`src/rtl/wr_status_pkg.sv`:
```
package wr_status_pkg;

    typedef enum logic [0:0] {
        OP_PAGE_WRITE = 1'b0,
        OP_CHIP_ERASE = 1'b1
    } op_kind_e;

endpackage

```
`src/rtl/wr_status_toggle.sv`:
```
module wr_status_toggle (
    input  logic clk,
    input  logic rst_n,
    input  logic busy_i,
    input  logic rd_stb_i,
    output logic start_o,
    output logic tog_o
);

    typedef struct packed {
        logic busy;
        logic tog;
    } tog_state_t;

    tog_state_t st_d, st_q;
    logic       tog_cur;

    always_comb begin
        st_d     = st_q;
        start_o  = busy_i & ~st_q.busy;
        tog_cur  = start_o ? 1'b1 : st_q.tog;
        st_d.busy = busy_i;
        if (rd_stb_i && busy_i) begin
            st_d.tog = ~tog_cur;
        end else begin
            st_d.tog = tog_cur;
        end
        tog_o = tog_cur;
    end

    always_ff @(posedge clk or negedge rst_n) begin
        if (!rst_n) begin
            st_q <= '{busy: 1'b0, tog: 1'b1};
        end else begin
            st_q <= st_d;
        end
    end


    tog_flip_chk: assert property (@(posedge clk) disable iff (!rst_n)
        (rd_stb_i && busy_i && !start_o) |=> (st_q.tog != $past(st_q.tog)));


    tog_hold_chk: assert property (@(posedge clk) disable iff (!rst_n)
        (!rd_stb_i && !start_o) |=> $stable(st_q.tog));


    tog_restart_chk: assert property (@(posedge clk) disable iff (!rst_n)
        (start_o && !rd_stb_i) |=> st_q.tog);

endmodule

```
`src/rtl/wr_status_capture.sv`:
```
module wr_status_capture
    import wr_status_pkg::*;
(
    input  logic     clk,
    input  logic     rst_n,
    input  logic     start_i,
    input  op_kind_e op_kind_i,
    input  logic     poll_src_i,
    output op_kind_e op_o,
    output logic     poll_o
);

    typedef struct packed {
        op_kind_e op;
        logic     poll;
    } cap_state_t;

    cap_state_t st_d, st_q;

    always_comb begin
        st_d = st_q;
        if (start_i) begin
            st_d.op   = op_kind_i;
            st_d.poll = poll_src_i;
        end
        op_o   = st_d.op;
        poll_o = st_d.poll;
    end

    always_ff @(posedge clk or negedge rst_n) begin
        if (!rst_n) begin
            st_q <= '{op: OP_PAGE_WRITE, poll: 1'b0};
        end else begin
            st_q <= st_d;
        end
    end


    cap_keep_chk: assert property (@(posedge clk) disable iff (!rst_n)
        !start_i |=> $stable(st_q));

endmodule

```
`src/rtl/wr_status_former.sv`:
```
module wr_status_former
    import wr_status_pkg::*;
#(
    parameter int DATA_W = 8
) (
    input  logic              busy_i,
    input  op_kind_e          op_i,
    input  logic              poll_i,
    input  logic              tog_i,
    input  logic [DATA_W-1:0] array_rd_i,
    output logic [DATA_W-1:0] byte_o
);

    localparam int POLL_BIT = DATA_W - 1;
    localparam int TOG_BIT  = DATA_W - 2;

    always_comb begin
        byte_o = array_rd_i;
        if (busy_i) begin
            if (op_i == OP_CHIP_ERASE) begin
                byte_o           = '1;
                byte_o[POLL_BIT] = 1'b0;
            end else begin
                byte_o[POLL_BIT] = ~poll_i;
            end
            byte_o[TOG_BIT] = tog_i;
        end
    end

endmodule

```
`src/rtl/wr_status_reporter.sv`:
```
module wr_status_reporter
    import wr_status_pkg::*;
#(
    parameter int DATA_W = 8
) (
    input  logic              clk,
    input  logic              rst_n,
    input  logic              busy_i,
    input  logic              op_kind_i,
    input  logic [DATA_W-1:0] last_byte_i,
    input  logic [DATA_W-1:0] array_rd_i,
    input  logic              rd_stb_i,
    output logic [DATA_W-1:0] rd_data_o
);

    localparam int POLL_BIT = DATA_W - 1;
    localparam int TOG_BIT  = DATA_W - 2;
    localparam int LOW_W    = DATA_W - 2;

    typedef struct packed {
        logic [DATA_W-1:0] data;
    } out_state_t;

    out_state_t st_d, st_q;

    logic              start;
    logic              tog_cur;
    op_kind_e          op_cur;
    logic              poll_cur;
    logic [DATA_W-1:0] status_byte;

    wr_status_toggle u_toggle (
        .clk      (clk),
        .rst_n    (rst_n),
        .busy_i   (busy_i),
        .rd_stb_i (rd_stb_i),
        .start_o  (start),
        .tog_o    (tog_cur)
    );

    wr_status_capture u_capture (
        .clk        (clk),
        .rst_n      (rst_n),
        .start_i    (start),
        .op_kind_i  (op_kind_e'(op_kind_i)),
        .poll_src_i (last_byte_i[POLL_BIT]),
        .op_o       (op_cur),
        .poll_o     (poll_cur)
    );

    wr_status_former #(.DATA_W(DATA_W)) u_former (
        .busy_i     (busy_i),
        .op_i       (op_cur),
        .poll_i     (poll_cur),
        .tog_i      (tog_cur),
        .array_rd_i (array_rd_i),
        .byte_o     (status_byte)
    );

    always_comb begin
        st_d = st_q;
        if (rd_stb_i) begin
            st_d.data = status_byte;
        end
    end

    always_ff @(posedge clk or negedge rst_n) begin
        if (!rst_n) begin
            st_q <= '0;
        end else begin
            st_q <= st_d;
        end
    end

    assign rd_data_o = st_q.data;


    hold_chk: assert property (@(posedge clk) disable iff (!rst_n)
        !rd_stb_i |=> $stable(rd_data_o));


    idle_pass_chk: assert property (@(posedge clk) disable iff (!rst_n)
        (rd_stb_i && !busy_i) |=> (rd_data_o == $past(array_rd_i)));


    erase_pattern_chk: assert property (@(posedge clk) disable iff (!rst_n)
        (rd_stb_i && busy_i && op_cur == OP_CHIP_ERASE) |=>
        (!rd_data_o[POLL_BIT] && (&rd_data_o[LOW_W-1:0])));


    poll_inv_chk: assert property (@(posedge clk) disable iff (!rst_n)
        (rd_stb_i && busy_i && op_cur == OP_PAGE_WRITE) |=>
        (rd_data_o[POLL_BIT] != $past(poll_cur)));


    write_low_chk: assert property (@(posedge clk) disable iff (!rst_n)
        (rd_stb_i && busy_i && op_cur == OP_PAGE_WRITE) |=>
        (rd_data_o[LOW_W-1:0] == $past(array_rd_i[LOW_W-1:0])));


    first_read_chk: assert property (@(posedge clk) disable iff (!rst_n)
        (rd_stb_i && start) |=> rd_data_o[TOG_BIT]);

endmodule

```
`config.mk`:
```
export PLATFORM = sky130hd
export DESIGN_NAME = wr_status_reporter
export DESIGN_NICKNAME = d
export VERILOG_FILES = /design/src/rtl/wr_status_pkg.sv /design/src/rtl/wr_status_toggle.sv /design/src/rtl/wr_status_capture.sv /design/src/rtl/wr_status_former.sv /design/src/rtl/wr_status_reporter.sv
export SDC_FILE = /design/constraint.sdc
export NUM_CORES = 1
export LEC_CHECK = 0
export BUFFER_PORTS_ARGS = -buffer_cell sky130_fd_sc_hd__buf_2
export CORE_AREA = 3 3 40 42
export DETAILED_ROUTE_END_ITERATION = 12
export DIE_AREA = 0 0 43 45
export PLACE_DENSITY = 0.72
export SLEW_MARGIN = 20
export SYNTH_ARGS = -nofsm -noshare
export SYNTH_HDL_FRONTEND = slang
export SYNTH_SLANG_ARGS = --single-unit
```
`constraint.sdc`:
```
create_clock -name clk -period 1.96 [get_ports clk]
set_input_delay 0.392 -clock clk [delete_from_list [all_inputs] [get_ports clk]]
set_output_delay 0.392 -clock clk [all_outputs]
set_load 0.02 [all_outputs]
```
Word-level counts from Yosys, hierarchy flattened --
Index checks and enable logic that the tools add are counted.
Storage, ports and cells: input bits 21, word-level logic and storage cells 16, register bits 12, output and inout port bits 8
Operators by class: reductions and logical operators 1, multiplexer cells 6, bitwise operators 4
Operator list (count):
- $mux 8 | 1
- $mux 6 | 1
- $mux 1 | 3
- $not 1->1 | 3
- $mux 2 | 1
- $and 1x1->1 | 1
- $logic_and 1x1->1 | 1

Depth between registers and ports, before layout --
word-level depth 6, gate-level depth with buffers 3

Modules after synthesis --
From an unflattened synthesis, not the netlist that was laid out.
Unflattened totals: cell total of the unflattened synthesis 40, area, all modules 568.0 µm²
Modules (own cells, without submodules):
- wr_status_reporter | area each 331.6 µm², sequential area each 200.2 µm², cells each 17, times used 1
- wr_status_toggle | area each 96.3 µm², sequential area each 51.3 µm², cells each 9, times used 1
- wr_status_capture | area each 72.6 µm², sequential area each 50.0 µm², cells each 4, times used 1
- wr_status_former | area each 67.6 µm², sequential area each 0.0 µm², cells each 10, times used 1

Worst setup path before layout --
Ideal clock, no wire load.
path kind reg-to-reg, start reg u_toggle.st_q[1] in the netlist's numbering, end reg st_q, in the netlist rd_data_o[0], slack 0.969 ns, stages on the path, launching flop included 4, path buffers 0, data arrival time 0.870 ns, library setup time 0.121 ns, period minus slack after synthesis 0.991 ns, data required time 1.839 ns, cells stage by stage dfrtp_1 mux2i_1 o21ai_2 o22a_1
Between the ends: longest elaborated chain between the ends 5
Ends and longest elaborated chain:
- start: declaration | RTL line wr_status_toggle.sv:15 | tog_state_t st_d, st_q;
- start signal: assignment | RTL line wr_status_toggle.sv:33 | st_q <= '{busy: 1'b0, tog: 1'b1};
- start signal: assignment | RTL line wr_status_toggle.sv:35 | st_q <= st_d;
- $not 1->1 | RTL line wr_status_toggle.sv:20 | start_o = busy_i & ~st_q.busy;
- $and 1x1->1 | RTL line wr_status_toggle.sv:20
- $mux 2 | RTL line wr_status_capture.sv:22 | if (start_i) begin
- $mux 6 | RTL line wr_status_former.sv:20 | if (op_i == OP_CHIP_ERASE) begin
- $mux 8 | RTL line wr_status_former.sv:19 | if (busy_i) begin
- end signal: assignment | RTL line wr_status_reporter.sv:71 | st_q <= st_d;
- end: declaration | RTL line wr_status_reporter.sv:24 | out_state_t st_d, st_q;
No other way between the ends. A chain may end at the register's enable or synchronous reset.

Worst setup path in the final report --
start reg st_q, in the netlist rd_data_o[5], end out rd_data_o[5]
RTL lines:
- end: declaration | RTL line wr_status_reporter.sv:13 | output logic [DATA_W-1:0] rd_data_o
No word-level cell between the ends.

==> impl_metrics.csv <==
group,metric,value,unit
global_routing,overflow,0,
floorplanning,initial_utilization,38.3,%
routing,routedWlPerCell,12.6,µm
logic_synthesis,syn_area,492,µm²
clock_network,clock_sinks,12,
floorplanning,ios,29,
routing,met3WireLength,63,µm
power_and_ir_drop,p_leak,0.313,nW
layout,layout_common_cells,"buf_2, dfrtp_1, o22a_1",
worst_setup_path,max_stage_delay,0.38,ns
worst_setup_path,worstSetupPathType,"register to primary output",
worst_setup_path,cp.required,1.57,ns
worst_setup_path,crit_path_end_kind,"primary output",
routing,wirelength,984,µm
global_routing,grt_pass1_wl,1.61,mm
clock_network,cts_buffers,3,
logic_synthesis,synth_top_area_share,56.0,%
power_and_ir_drop,p_sw,0.156,mW
worst_setup_path,crit_buf_inv,1,
place,post-place-ws,0.798,ns
logic_synthesis,syn-num-nets,59,
logic_synthesis,netlist_instances,38,
routing,drt_pass1_iterations,2,
routing,drtIter0Drc,3,
routing,vias_per_cell,4.79,
routing,ant_nets,0,
timing,slew_headroom,82.0,%
floorplanning,die-area,0.00194,mm²
routing,met1Wirelength,418,µm
run_status,status,"completed",
worst_setup_path,crit_path_cell_trace,"buf_2",
floorplanning,num_rows,13,
clock_network,clk_path_buf_depth,2,
run,drv_cap,0,
layout,syn_to_final_growth,33.6,%
place,finalWeightedCongestion,0.658,
logic_synthesis,ys_types,17,
power_and_ir_drop,power.density,908,mW/mm²
timing,clock.fmax,829,MHz
clock_network,post_cts_buffers,0,
worst_setup_path,path_max_fanout,2,
layout,n_antenna_cell,0,
layout,layout_commonest_cell,"buf_2",
timing,period_share,61.5,%
hold_path,hp-class,"input port to register",
logic_synthesis,synth_warnings,0,
logic_synthesis,ys_seq_elements,12,
power_and_ir_drop,switching_share,26.2,%
timing,worst_pin_slew,0.269,ns
routing,drc_errors,0,
clock_network,clkLatencyLatePin,0.27,ns
global_routing,grt_max_degree,13,
timing,final-setup-viol-count,0,
routing,wl_met2,492,µm
global_routing,grt_use_total,12.2,%
hold_path,whs_path_depth,1,
logic_synthesis,ys_seq_area_share,61.3,%
clock_network,cts_tree,"yes",
timing,tns,0,ns
timing,worst_slack,0.754,ns
routing,num_vias,374,
layout,drive_gt1_share,46.0,%
power_and_ir_drop,seqPwrFrac,49.1,%
timing,drv_slew,0,
worst_setup_path,arrival,0.81,ns
timing,grt_setup_unrepaired,"false",
logic_synthesis,synth.area.top_cells,"dfrtp_1, o22a_1, mux2i_1, dfstp_2, mux2_2",
floorplanning,die_y,45,µm
timing,final_hold_viol_count,0,
global_routing,grt_antenna_before_repair,0,
place,hpwl,771,µm
place,io_buffers,21,
power_and_ir_drop,peakVddDrop,0.000400,V
floorplanning,die_width,43,µm
timing,finClkSkew,0.00197,ns
routing,dr.max_layer_used,"met4",
worst_setup_path,startpoint_type,"register",
power_and_ir_drop,internal-power,0.440,mW
worst_setup_path,cp_slowest_cell,"dfrtp_1",
timing,fin_crit,1.21,ns
global_routing,grt_pass1_vias,362,
power_and_ir_drop,comb_power_share,18.7,%
power_and_ir_drop,power_frac_clock,32.1,%
logic_synthesis,yosys.area.top_type,"dfrtp_1",
logic_synthesis,synth.avg_cell_area,12.9,µm²
clock_network,worst_setup_hold_path_clk_slew,0.07,ns
worst_setup_path,path_depth,1,
clock_network,cts_root_buf,"clkbuf_4",
layout,fin_nets,85,
floorplanning,coreArea,0.00128,mm²
worst_setup_path,ff2ff_path_depth,3,
clock_network,htreeDepth,1,
worst_setup_path,path_delay_family,"flip-flops",
==> power by group through the flow <==
stage                     Sequential (mW)  Combinational (mW)  Clock, mW
after floorplan                     0.320              0.0424          0
after global placement              0.296               0.109          0
after detailed placement            0.298               0.112          0
after CTS                           0.294               0.114      0.200
after global routing                0.297               0.122      0.218
final                               0.293               0.112      0.192
==> per-stage QoR <==
| stage | util [%] | power [mW] | instance area (µm²) | cells | hold slack, ns |
|---|---|---|---|---|---|
| 2_1_floorplan | - | 0.362 | 492 | 38 | 0.0964 |
| 5_1_grt | 51.1 | 0.637 | 657 | 78 | 0.295 |
| 4_1_cts | 51.1 | 0.607 | 657 | 78 | 0.306 |
| 3_5_place_dp | 47.5 | 0.410 | 611 | 73 | 0.284 |
| 6_report | 51.1 | 0.597 | 657 | 78 | 0.316 |
| 3_3_place_gp | 47.5 | 0.405 | 611 | 73 | 0.279 |
==> per-layer routing <==
| layer | vias to the layer above | GRT usage, % |
|---|---|---|
| li1 | 188 | - |
| met1 | 173 | 13.6 |
| met2 | 11 | 18.6 |
| met3 | 2 | 6.37 |
| met4 | 0 | 7.23 |
| met5 | - | 0 |
==> area by class of cell <==
class | instances | area (µm²)
fill | 131 | 628
sequential | 12 | 302
inverter | 3 | 11.3
multi-input combinational | 22 | 174
timing repair buffer | 22 | 115
tap | 15 | 18.8
clock buffer | 4 | 36.3
==> cell usage after synthesis, drive strengths merged <==
cell / count
nor3: 1
o22ai: 1
inv: 3
dfstp: 1
o22a: 6
mux2i: 3
nand2b: 1
o21ai: 2
buf: 1
or2b: 2
nor2: 1
a21oi: 1
a31oi: 1
mux2: 2
a211oi: 1
dfrtp: 11
==> cells by family (layout without fill, tap and decap cells) <==
group                  count (synthesis)  after routing  share of synthesized area [%]
muxes                                  5              5                           10.7
and+or+nand+nor                        5              5                           6.11
buffers and inverters                  4             29                           3.31
AOI/OAI and AO/OA                     12             12                           18.6
DFF                                   12             12                           61.3
==> path summary, 6_finish.rpt <==
| kind | start | endpoint | slack, ns |
|---|---|---|---|
| setup / recovery | rd_data_o[5]$_DFFE_PN0P_ | rd_data_o[5] | 0.75 |
| hold / removal | busy_i | u_toggle.st_q[1]$_DFF_PN0_ | 0.32 |
| max in group asynchronous | rst_n | u_toggle.st_q[0]$_DFF_PN1_ | 1.17 |
| min in group asynchronous | rst_n | rd_data_o[3]$_DFFE_PN0P_ | 0.52 |
| setup reg to reg | u_toggle.st_q[1]$_DFF_PN0_ | rd_data_o[4]$_DFFE_PN0P_ | 0.83 |
| hold reg to reg | rd_data_o[1]$_DFFE_PN0P_ | rd_data_o[1]$_DFFE_PN0P_ | 0.50 |
==> what timing repair did <==
item,CTS,global route
resized for setup,0,0
hold endpoints to repair,11,0
hold buffers,1,0
==> state kept, by name, summed over array words and instances (netlist names) <==
name	flops
rd_data_o	8
u_capture.st_q	2
u_toggle.st_q	2
(Power assumes the default switching activity.)
